==> src/rtl/rtc_pkg.sv <==
package rtc_pkg;
  // posted-write slot indices; order fixes status bit positions 4..10
  localparam int NUM_SLOTS = 7;
  localparam int SL_SUB    = 0;
  localparam int SL_SEC    = 1;
  localparam int SL_SUBALM = 2;
  localparam int SL_SECALM = 3;
  localparam int SL_CTRL   = 4;
  localparam int SL_CLRSUB = 5;
  localparam int SL_CLRSEC = 6;

  // word index (paddr[4:2]) of each register
  localparam int RA_SUB    = 0;
  localparam int RA_SEC    = 1;
  localparam int RA_SUBALM = 2;
  localparam int RA_SECALM = 3;
  localparam int RA_CTRL   = 4;
  localparam int RA_STAT   = 5;
  localparam int RA_CLR    = 6;

  // status word bit positions
  localparam int ST_SUBINT = 0;
  localparam int ST_SECINT = 1;
  localparam int ST_ERR    = 2;
  localparam int ST_ANY    = 3;
  localparam int ST_BUSY0  = 4;

  localparam int CTRL_W    = 4;
endpackage

==> src/rtl/rtc_post_slot.sv <==
module rtc_post_slot #(
  parameter int DATA_W = 32,
  parameter int DELAY  = 3
) (
  input  logic              clk,
  input  logic              rst,
  input  logic              tick,
  input  logic              accept,
  input  logic [DATA_W-1:0] wdata,
  output logic              busy,
  output logic              land,
  output logic [DATA_W-1:0] data
);
  localparam int CW = $clog2(DELAY + 1);

  logic [CW-1:0] remain;

  assign land = busy && tick && (remain == CW'(1));

  always_ff @(posedge clk) begin
    if (rst) begin
      busy   <= 1'b0;
      remain <= '0;
      data   <= '0;
    end else if (accept) begin
      busy   <= 1'b1;
      remain <= CW'(DELAY);
      data   <= wdata;
    end else if (busy && tick) begin
      remain <= remain - CW'(1);
      if (remain == CW'(1)) busy <= 1'b0;
    end
  end

  // the owner only hands an idle slot a new write
  a_r5_accept_idle: assert property (@(posedge clk) disable iff (rst)
    accept |-> !busy);
  // busy rises after acceptance
  a_r5_busy_after_accept: assert property (@(posedge clk) disable iff (rst)
    accept |=> busy);
  // no completion without a strobe
  a_r5_hold_without_tick: assert property (@(posedge clk) disable iff (rst)
    (busy && !tick) |=> busy);
  // a pending value is never disturbed while busy
  a_r6_pending_stable: assert property (@(posedge clk) disable iff (rst)
    (busy && !accept) |=> $stable(data));
endmodule

==> src/rtl/rtc_timebase.sv <==
module rtc_timebase #(
  parameter int SUB_W   = 15,
  parameter int SUB_MAX = 32767,
  parameter int SEC_W   = 32
) (
  input  logic             clk,
  input  logic             rst,
  input  logic             tick,
  input  logic             sub_en,
  input  logic             sec_en,
  input  logic             sub_ld,
  input  logic [SUB_W-1:0] sub_ld_val,
  input  logic             sec_ld,
  input  logic [SEC_W-1:0] sec_ld_val,
  input  logic [SUB_W-1:0] sub_alarm,
  input  logic [SEC_W-1:0] sec_alarm,
  output logic [SUB_W-1:0] sub_cnt,
  output logic [SEC_W-1:0] sec_cnt,
  output logic             sub_hit,
  output logic             sec_hit
);
  logic             sub_step, sub_wrap, sec_step;
  logic [SUB_W-1:0] sub_nxt;
  logic [SEC_W-1:0] sec_nxt;

  always_comb begin
    sub_step = tick && sub_en && !sub_ld;
    sub_wrap = sub_step && (sub_cnt == SUB_W'(SUB_MAX));
    sub_nxt  = sub_wrap ? '0 : sub_cnt + SUB_W'(1);
    sec_step = sub_wrap && sec_en && !sec_ld;
    sec_nxt  = sec_cnt + SEC_W'(1);
    sub_hit  = sub_step && (sub_nxt == sub_alarm);
    sec_hit  = sec_step && (sec_nxt == sec_alarm);
  end

  always_ff @(posedge clk) begin
    if (rst) begin
      sub_cnt <= '0;
      sec_cnt <= '0;
    end else begin
      if (sub_ld)        sub_cnt <= sub_ld_val;
      else if (sub_step) sub_cnt <= sub_nxt;
      if (sec_ld)        sec_cnt <= sec_ld_val;
      else if (sec_step) sec_cnt <= sec_nxt;
    end
  end

  // a stopped counter keeps its value
  a_r2_sub_hold: assert property (@(posedge clk) disable iff (rst)
    (!sub_en && !sub_ld) |=> $stable(sub_cnt));
  a_r2_sec_hold: assert property (@(posedge clk) disable iff (rst)
    (!sec_en && !sec_ld) |=> $stable(sec_cnt));
  // wrap returns the sub-second count to zero
  a_r3_sub_wrap: assert property (@(posedge clk) disable iff (rst)
    (tick && sub_en && !sub_ld && sub_cnt == SUB_W'(SUB_MAX)) |=> (sub_cnt == '0));
  // seconds only move on a wrap or a load
  a_r3_sec_moves_on_wrap: assert property (@(posedge clk) disable iff (rst)
    (!sec_ld && !(tick && sub_cnt == SUB_W'(SUB_MAX))) |=> $stable(sec_cnt));
endmodule

==> src/rtl/rtc_posted_apb.sv <==
module rtc_posted_apb #(
  parameter int ADDR_W     = 5,
  parameter int DATA_W     = 32,
  parameter int SUB_W      = 15,
  parameter int SUB_MAX    = 32767,
  parameter int SEC_W      = 32,
  parameter int POST_DELAY = 3
) (
  input  logic              clk,
  input  logic              rst,
  input  logic              rtc_tick,
  input  logic              psel,
  input  logic              penable,
  input  logic              pwrite,
  input  logic [ADDR_W-1:0] paddr,
  input  logic [DATA_W-1:0] pwdata,
  output logic [DATA_W-1:0] prdata,
  output logic              pready,
  output logic              irq
);
  import rtc_pkg::*;

  localparam int IDX_W = ADDR_W - 2;

  logic [IDX_W-1:0]     idx;
  logic                 bus_wr, bus_rd;
  logic [NUM_SLOTS-1:0] req, accept, busy, land;
  logic [DATA_W-1:0]    slot_data [NUM_SLOTS];
  logic                 collide;

  logic [SUB_W-1:0]  sub_alarm, sub_cnt;
  logic [SEC_W-1:0]  sec_alarm, sec_cnt;
  logic [CTRL_W-1:0] ctrl;
  logic [1:0]        int_st;
  logic              wr_err;
  logic              sub_hit, sec_hit;
  logic [DATA_W-1:0] stat_w, rd_mux;

  assign idx    = paddr[ADDR_W-1:2];
  assign bus_wr = psel && penable && pwrite;
  assign bus_rd = psel && !penable && !pwrite;
  assign pready = 1'b1;

  // ---------------- write decode into posted slots ----------------
  always_comb begin
    req            = '0;
    req[SL_SUB]    = bus_wr && (idx == IDX_W'(RA_SUB));
    req[SL_SEC]    = bus_wr && (idx == IDX_W'(RA_SEC));
    req[SL_SUBALM] = bus_wr && (idx == IDX_W'(RA_SUBALM));
    req[SL_SECALM] = bus_wr && (idx == IDX_W'(RA_SECALM));
    req[SL_CTRL]   = bus_wr && (idx == IDX_W'(RA_CTRL));
    req[SL_CLRSUB] = bus_wr && (idx == IDX_W'(RA_CLR)) && pwdata[0];
    req[SL_CLRSEC] = bus_wr && (idx == IDX_W'(RA_CLR)) && pwdata[1];
    accept         = req & ~busy;
    collide        = |(req & busy);
  end

  for (genvar g = 0; g < NUM_SLOTS; g++) begin : g_slot
    rtc_post_slot #(.DATA_W(DATA_W), .DELAY(POST_DELAY)) u_slot (
      .clk    (clk),
      .rst    (rst),
      .tick   (rtc_tick),
      .accept (accept[g]),
      .wdata  (pwdata),
      .busy   (busy[g]),
      .land   (land[g]),
      .data   (slot_data[g])
    );
  end

  // ---------------- counters ----------------
  rtc_timebase #(.SUB_W(SUB_W), .SUB_MAX(SUB_MAX), .SEC_W(SEC_W)) u_tb (
    .clk        (clk),
    .rst        (rst),
    .tick       (rtc_tick),
    .sub_en     (ctrl[0]),
    .sec_en     (ctrl[1]),
    .sub_ld     (land[SL_SUB]),
    .sub_ld_val (slot_data[SL_SUB][SUB_W-1:0]),
    .sec_ld     (land[SL_SEC]),
    .sec_ld_val (slot_data[SL_SEC][SEC_W-1:0]),
    .sub_alarm  (sub_alarm),
    .sec_alarm  (sec_alarm),
    .sub_cnt    (sub_cnt),
    .sec_cnt    (sec_cnt),
    .sub_hit    (sub_hit),
    .sec_hit    (sec_hit)
  );

  // ---------------- completed registers and flags ----------------
  always_ff @(posedge clk) begin
    if (rst) begin
      sub_alarm <= '0;
      sec_alarm <= '0;
      ctrl      <= '0;
      int_st    <= '0;
      wr_err    <= 1'b0;
      irq       <= 1'b0;
    end else begin
      if (land[SL_SUBALM]) sub_alarm <= slot_data[SL_SUBALM][SUB_W-1:0];
      if (land[SL_SECALM]) sec_alarm <= slot_data[SL_SECALM][SEC_W-1:0];
      if (land[SL_CTRL])   ctrl      <= slot_data[SL_CTRL][CTRL_W-1:0];
      // a fresh match outranks a clear landing on the same strobe
      if (sub_hit)               int_st[0] <= 1'b1;
      else if (land[SL_CLRSUB])  int_st[0] <= 1'b0;
      if (sec_hit)               int_st[1] <= 1'b1;
      else if (land[SL_CLRSEC])  int_st[1] <= 1'b0;
      if (collide)                                wr_err <= 1'b1;
      else if (bus_wr && idx == IDX_W'(RA_STAT))  wr_err <= 1'b0;
      irq <= (int_st[0] && ctrl[2]) || (int_st[1] && ctrl[3]);
    end
  end

  // ---------------- read path, captured in the setup phase ----------------
  always_comb begin
    stat_w            = '0;
    stat_w[ST_SUBINT] = int_st[0];
    stat_w[ST_SECINT] = int_st[1];
    stat_w[ST_ERR]    = wr_err;
    stat_w[ST_ANY]    = |busy;
    stat_w[ST_BUSY0 +: NUM_SLOTS] = busy;
    rd_mux = '0;
    case (idx)
      IDX_W'(RA_SUB):    rd_mux = DATA_W'(sub_cnt);
      IDX_W'(RA_SEC):    rd_mux = DATA_W'(sec_cnt);
      IDX_W'(RA_SUBALM): rd_mux = DATA_W'(sub_alarm);
      IDX_W'(RA_SECALM): rd_mux = DATA_W'(sec_alarm);
      IDX_W'(RA_CTRL):   rd_mux = DATA_W'(ctrl);
      IDX_W'(RA_STAT):   rd_mux = stat_w;
      default:           rd_mux = '0;
    endcase
  end

  always_ff @(posedge clk) begin
    if (rst)         prdata <= '0;
    else if (bus_rd) prdata <= rd_mux;
  end

  logic unused_bits;
  assign unused_bits = ^{paddr[1:0],
                         slot_data[SL_CLRSUB], slot_data[SL_CLRSEC],
                         slot_data[SL_SUB][DATA_W-1:SUB_W],
                         slot_data[SL_SUBALM][DATA_W-1:SUB_W],
                         slot_data[SL_CTRL][DATA_W-1:CTRL_W]};

  // a write onto a busy target raises the error flag
  a_r6_collision_error: assert property (@(posedge clk) disable iff (rst)
    (bus_wr && |(req & busy)) |=> wr_err);
  // a status write clears the error flag
  a_r7_status_clears: assert property (@(posedge clk) disable iff (rst)
    (bus_wr && idx == IDX_W'(RA_STAT)) |=> !wr_err);
  // an alarm match leaves its flag set
  a_r4_sub_latch: assert property (@(posedge clk) disable iff (rst)
    sub_hit |=> int_st[0]);
  a_r4_sec_latch: assert property (@(posedge clk) disable iff (rst)
    sec_hit |=> int_st[1]);
  // irq needs an enabled source in the cycle before
  a_r9_irq_enabled: assert property (@(posedge clk) disable iff (rst)
    irq |-> ($past(ctrl[3:2]) != 2'b00));
  // no wait states
  a_r1_ready: assert property (@(posedge clk) disable iff (rst) pready);
endmodule

==> config.mk <==
export PLATFORM = sky130hd
export DESIGN_NAME = rtc_posted_apb
export DESIGN_NICKNAME = d
export VERILOG_FILES = /design/src/rtl/rtc_pkg.sv /design/src/rtl/rtc_post_slot.sv /design/src/rtl/rtc_timebase.sv /design/src/rtl/rtc_posted_apb.sv
export SDC_FILE = /design/constraint.sdc
export NUM_CORES = 1
export LEC_CHECK = 0
export BUFFER_PORTS_ARGS = -buffer_cell sky130_fd_sc_hd__buf_2
export CORE_ASPECT_RATIO = 0.9
export CORE_MARGIN = 1
export CORE_UTILIZATION = 35
export CTS_CLUSTER_DIAMETER = 100
export CTS_CLUSTER_SIZE = 20
export DETAILED_ROUTE_END_ITERATION = 7
export PLACE_DENSITY = 0.52
export SYNTH_ARGS = -nofsm -noshare
export SYNTH_HDL_FRONTEND = slang
export SYNTH_HIERARCHICAL = 1
export SYNTH_SLANG_ARGS = --single-unit
==> constraint.sdc <==
create_clock -name clk -period 3.67 [get_ports clk]
set_clock_uncertainty 0.2 [all_clocks]
set_input_delay 0.367 -clock clk [delete_from_list [all_inputs] [get_ports clk]]
set_output_delay 0.367 -clock clk [all_outputs]
set_load 0.01 [all_outputs]
# Yosys cells after proc, flatten, opt, wreduce, memory -nomap -nowiden

Cells that the tools add are included.

Reduce and logical (&&, ||, !) cells: 70
Add/subtract/negate cells: 9
Eq/ne operators: 16
Bitwise logic cells: 3
Multiplexer cells: 47

Operators by type and width:

| cell                    | number |
|---|---|
| $pmux W32 S6            | 1 |
| $mux W32                | 2 |
| $mux W15                | 3 |
| $reduce_bool A2 Y1      | 19 |
| $logic_and A1 B1 Y1     | 36 |
| $add A32 B1 Y32 const B | 1 |
| $eq A32 B32 Y1          | 1 |
| $mux W2                 | 14 |
| $mux W1                 | 27 |
| $add A15 B1 Y15 const B | 1 |
| $eq A15 B15 Y1          | 1 |
| $eq A15 B15 Y1 const B  | 1 |
| $and A7 B7 Y7           | 2 |
| $eq A2 B1 Y1 const B    | 7 |
| $reduce_and A2 Y1       | 7 |
| $reduce_or A7 Y1        | 2 |
| $sub A2 B1 Y2 const B   | 7 |
| $eq A3 B3 Y1 const B    | 3 |
| $not A7 Y7              | 1 |
| $eq A3 B2 Y1 const B    | 2 |
| $logic_not A1 Y1        | 4 |
| $eq A3 B1 Y1 const B    | 1 |
| $logic_not A3 Y1        | 1 |
| $logic_or A1 B1 Y1      | 1 |

Output and inout bits: 34
Register bits after elaboration: 253

# Logic depth before layout (Yosys ltp)

Depth in word-level cells: 9
Gate-level depth with buffers: 11
Mapped depth without buffers: 11

# Cells and area by module

Netlist, hierarchy kept.

Modules (own cells, without submodules):

| module         | cells an instance | area an instance (µm²) | instances |
|---|---|---|---|
| rtc_post_slot  | 118               | 1312.5                 | 7 |
| rtc_posted_apb | 420               | 4098.9                 | 1 |
| rtc_timebase   | 545               | 4075.2                 | 1 |

# Worst setup path after synthesis

No wires, ideal clock.

Path type: register to register
Start point: register u_tb.sec_cnt[8]
End point: register int_st[1]
Data arrival time: 2.652 ns
Data required time: 3.405 ns
Stages on the path, launching flop included: 12
Library setup time: 0.065 ns
Path buffers: 2
Setup slack: 0.753 ns
Period minus slack after synthesis: 2.917 ns
Path through: dfxtp_1 -> buf_2 -> nand3_4 -> or4_1 -> buf_6 -> or4_1 -> xnor2_1 -> nor4_1 -> o211ai_1 -> nor4_2 -> a21oi_1 -> nor2_1

Word-level cells in the longest chain between the ends: 4
Elaborated cells between the ends (all ways): 5
Classes of those cells: add/sub: 1; eq/ne: 1; mux: 1; reduce/logical: 2

RTL lines:

| what                                          | line                  | RTL |
|---|---|---|
| start: declaration                            | rtc_timebase.sv:18    | `output logic [SEC_W-1:0] sec_cnt,` |
| start signal: assignment                      | rtc_timebase.sv:43    | `if (sec_ld) sec_cnt <= sec_ld_val;` |
| start signal: assignment                      | rtc_timebase.sv:44    | `else if (sec_step) sec_cnt <= sec_nxt;` |
| $add A32 B1 Y32 (*)                           | rtc_timebase.sv:31    | `sec_nxt = sec_cnt + SEC_W'(1);` |
| $eq A32 B32 Y1 (*)                            | rtc_timebase.sv:33    | `sec_hit = sec_step && (sec_nxt == sec_alarm);` |
| $logic_and A1 B1 Y1 (*)                       | rtc_timebase.sv:33    |  |
| named net sec_hit                             | rtc_posted_apb.sv:36  | `logic sub_hit, sec_hit;` |
| $mux W1 or $reduce_bool A2 Y1 (tied branches) | --                    |  |
| end signal: assignment                        | rtc_posted_apb.sv:96  | `int_st <= '0;` |
| end signal: assignment                        | rtc_posted_apb.sv:106 | `if (sec_hit) int_st[1] <= 1'b1;` |
| end signal: assignment                        | rtc_posted_apb.sv:107 | `else if (land[SL_CLRSEC]) int_st[1] <= 1'b0;` |
| end: declaration                              | rtc_posted_apb.sv:34  | `logic [1:0] int_st;` |

The timed path passes the listed nets; every way through them passes the cells marked *.
A chain may end at the register's enable or synchronous reset.

# Worst setup path after layout

Start point: register u_tb.sub_cnt[0]
End point: register int_st[0]

Word-level cells in the longest chain between the ends: 6
Elaborated cells between the ends (all ways): 8
Classes of those cells: add/sub: 1; eq/ne: 2; mux: 2; reduce/logical: 3

RTL lines:

| what                                                    | line                  | RTL |
|---|---|---|
| start: declaration                                      | rtc_timebase.sv:17    | `output logic [SUB_W-1:0] sub_cnt,` |
| start signal: assignment                                | rtc_timebase.sv:41    | `if (sub_ld) sub_cnt <= sub_ld_val;` |
| start signal: assignment                                | rtc_timebase.sv:42    | `else if (sub_step) sub_cnt <= sub_nxt;` |
| branches (longest 2 deep; another with $add A15 B1 Y15) | --                    |  |
| $mux W15 (*)                                            | rtc_timebase.sv:29    | `sub_nxt = sub_wrap ? '0 : sub_cnt + SUB_W'(1);` |
| $eq A15 B15 Y1 (*)                                      | rtc_timebase.sv:32    | `sub_hit = sub_step && (sub_nxt == sub_alarm);` |
| $logic_and A1 B1 Y1 (*)                                 | rtc_timebase.sv:32    |  |
| named net sub_hit                                       | rtc_posted_apb.sv:36  |  |
| $mux W1 or $reduce_bool A2 Y1 (tied branches)           | --                    |  |
| end signal: assignment                                  | rtc_posted_apb.sv:96  |  |
| end signal: assignment                                  | rtc_posted_apb.sv:104 | `if (sub_hit) int_st[0] <= 1'b1;` |
| end signal: assignment                                  | rtc_posted_apb.sv:105 | `else if (land[SL_CLRSUB]) int_st[0] <= 1'b0;` |

Mark *: on every way through the listed nets, which the timed path passes.

==> impl_metrics.toml <==
[grt]
grt_pass1_vias = 9417
grtUsageTotal_pct = 18.1
met3_usage_pct = 1.86
antenna_found_initial = 0
busiest_layer = "met2"
grt_pass1_wl_um = 54100
grt_max_degree = 74
use_met1_pct = 27.0
met2_usage_pct = 27.6
gr-total-overflow = 0

[floorplan]
die_w_um = 205
coreArea_sq_um = 36300
die_area_sq_um = 37700
fp.dieH_um = 184
start_util_pct = 35.6
rows = 66
ioPinCount = 77

[timing]
rsz0062_at_grt = "false"
setup_viol = 0
worst_slew_pin_slew_ns = 0.844
finalHoldViolCount = 0
max_slew_margin_pct = 43.7
period_share_pct = 91.9
post-route-min-period_ns = 3.37
fin_setup_tns_ns = 0
fmax_ghz = 0.297
slew_violations = 0

[synth]
synth_nets = 1448
synthCells = 1396
syn_area_sq_um = 12900
syn_area_per_cell_sq_um = 9.26
yosys_warnings = 6

[drt]
dr.pass1.iters = 5
drt_iter0_drc = 649
num_vias = 10000
route.detailed.drc = 0
drtAntennaViolNets = 0
routed_wl_um = 34200
wl_per_cell_um = 17.9
routed_via_density = 5.23

[setup_path]
cp_top_family = "simple AND/OR/NAND/NOR gates"
critPathLaunchType = "flip-flop"
slowest_delay_ns = 0.49
cp.required_ns = 3.91
end_kind = "flip-flop"
cp_slowest_cell = "dfxtp_1"
worst-setup-path-type = "flip-flop to flip-flop"
critical_path.max_fanout = 13
crit_buf_inv = 2
crit_arrival_ns = 3.61
crit_chain = "ha_1 > and4_1 > nand3_2 > nor3_1 > buf_4 > nor2_1 > xnor2_1 > o2111ai_1 > a2111oi_0 > buf_4 > a21oi_1 > nor2_1"

[pwr]
finalPower_mw = 4.81
p_leak_nw = 5.14
switching_share_pct = 23.2
irDropWorstVdd_mv = 0.200
powerDensity_nw_per_um2 = 341
clkPwrFrac_pct = 37.6
internal_power_mw = 3.69
switchingPower_mw = 1.12
pwr-share-comb_pct = 4.9
power_frac_seq_pct = 57.5

[flow_run]
drv_cap = 0

[clocking]
cts_root_buffer = "clkbuf_16"
cts.clk_slew.worst_paths_ns = 0.09
cts_sinks = 253
clk_latency_ns = 0.50
cts_tree = "done"
cts_inserted_buffers = 16
h-tree-depth = 1
clk_path_buf_depth = 3

[placement]
io_buffers = 73
routabilityCongestion = 0.898
hpwl_um = 23900

[finish]
insertedDiodeCount = 0
area_growth_pct = 9.22
layout_commonest_cell = "nor2_1"
nNetsFinal = 1486
nFillCells = 3662
mostFrequentLayoutCells = "nor2_1 (255), dfxtp_1 (253), mux2i_1 (190)"
drive_above_1_share_pct = 13.5

[status]
status = "complete, no violations"

[hold_path]
hp-class = "primary input to flip-flop"
==> flip-flops by register name, summed over array words and instances (netlist names), 2 cells and up <==
signal                cells
sec_alarm                32
sub_alarm                15
ctrl                      4
prdata                   32
u_tb/sec_cnt             32
g_slot.u_slot/remain     14
u_tb/sub_cnt             15
g_slot.u_slot/busy        7
int_st                    2
g_slot.u_slot/data       98
==> path summary, 6_finish.rpt <==
kind / from / end / slack (ns) / cells past startpoint
worst max-delay path: u_tb/sub_cnt[0] / int_st[0] / 0.30 / 12
worst min-delay path: pwdata[10] / g_slot[0].u_slot/data[10] / 0.009 / 3
worst max register to register: u_tb/sub_cnt[0] / int_st[0] / 0.30 / 12
worst min register to register: prdata[7] / prdata[7] / 0.26 / 2
==> area by class of cell <==
cell class / instances / area, sq um / area share, %
multi-input cells: 1016 / 7030 / 49.8
flip-flops and latches: 253 / 5060 / 35.9
repair buffers: 128 / 900 / 6.37
well taps: 476 / 596 / 4.22
clock buffers: 18 / 439 / 3.11
inverters: 19 / 71.3 / 0.505
clock inverters: 1 / 7.51 / 0.0532
==> layer usage <==
metal	vias to the layer above	share of wire [%]
met2	182	43
met5	-	0
met1	4809	52
met4	0	2.1
li1	4980	-
met3	33	3.5
==> metrics by stage <==
stage	instance area (sq um)	utilization, %	instances	setup slack (ns)	hold slack, ns
after global routing	14100	38.9	1911	0.0264	0.00947
after floorplan	12900	-	1396	0.753	0.240
after global placement	13400	37.0	1867	0.490	0.242
after detailed placement	13400	37.0	1867	0.392	0.245
after CTS	14100	38.9	1911	0.359	0.00183
final	14100	38.9	1911	0.298	0.00938
==> power by group through the flow <==
stage / clock [mW] / combinational, mW / sequential [mW]
after floorplan: 0 / 0.137 / 2.83
after global placement: 0 / 0.216 / 2.83
after detailed placement: 0 / 0.218 / 2.83
after CTS: 1.88 / 0.239 / 2.77
after global routing: 1.96 / 0.258 / 2.77
final: 1.81 / 0.236 / 2.77
==> repair_timing <==
item / CTS / global route
setup buffers: 0 / 0
endpoints found under the hold margin: 50 / 0
hold buffers: 25 / 0
gates resized for setup: 0 / 0
==> worst min-delay path: cells and delay by family <==
family	cells	cell delay (ns)
and+or+nand+nor	1	0.07
buffers and inverters	1	0.14
muxes	1	0.09
(Power assumes the default switching activity.)
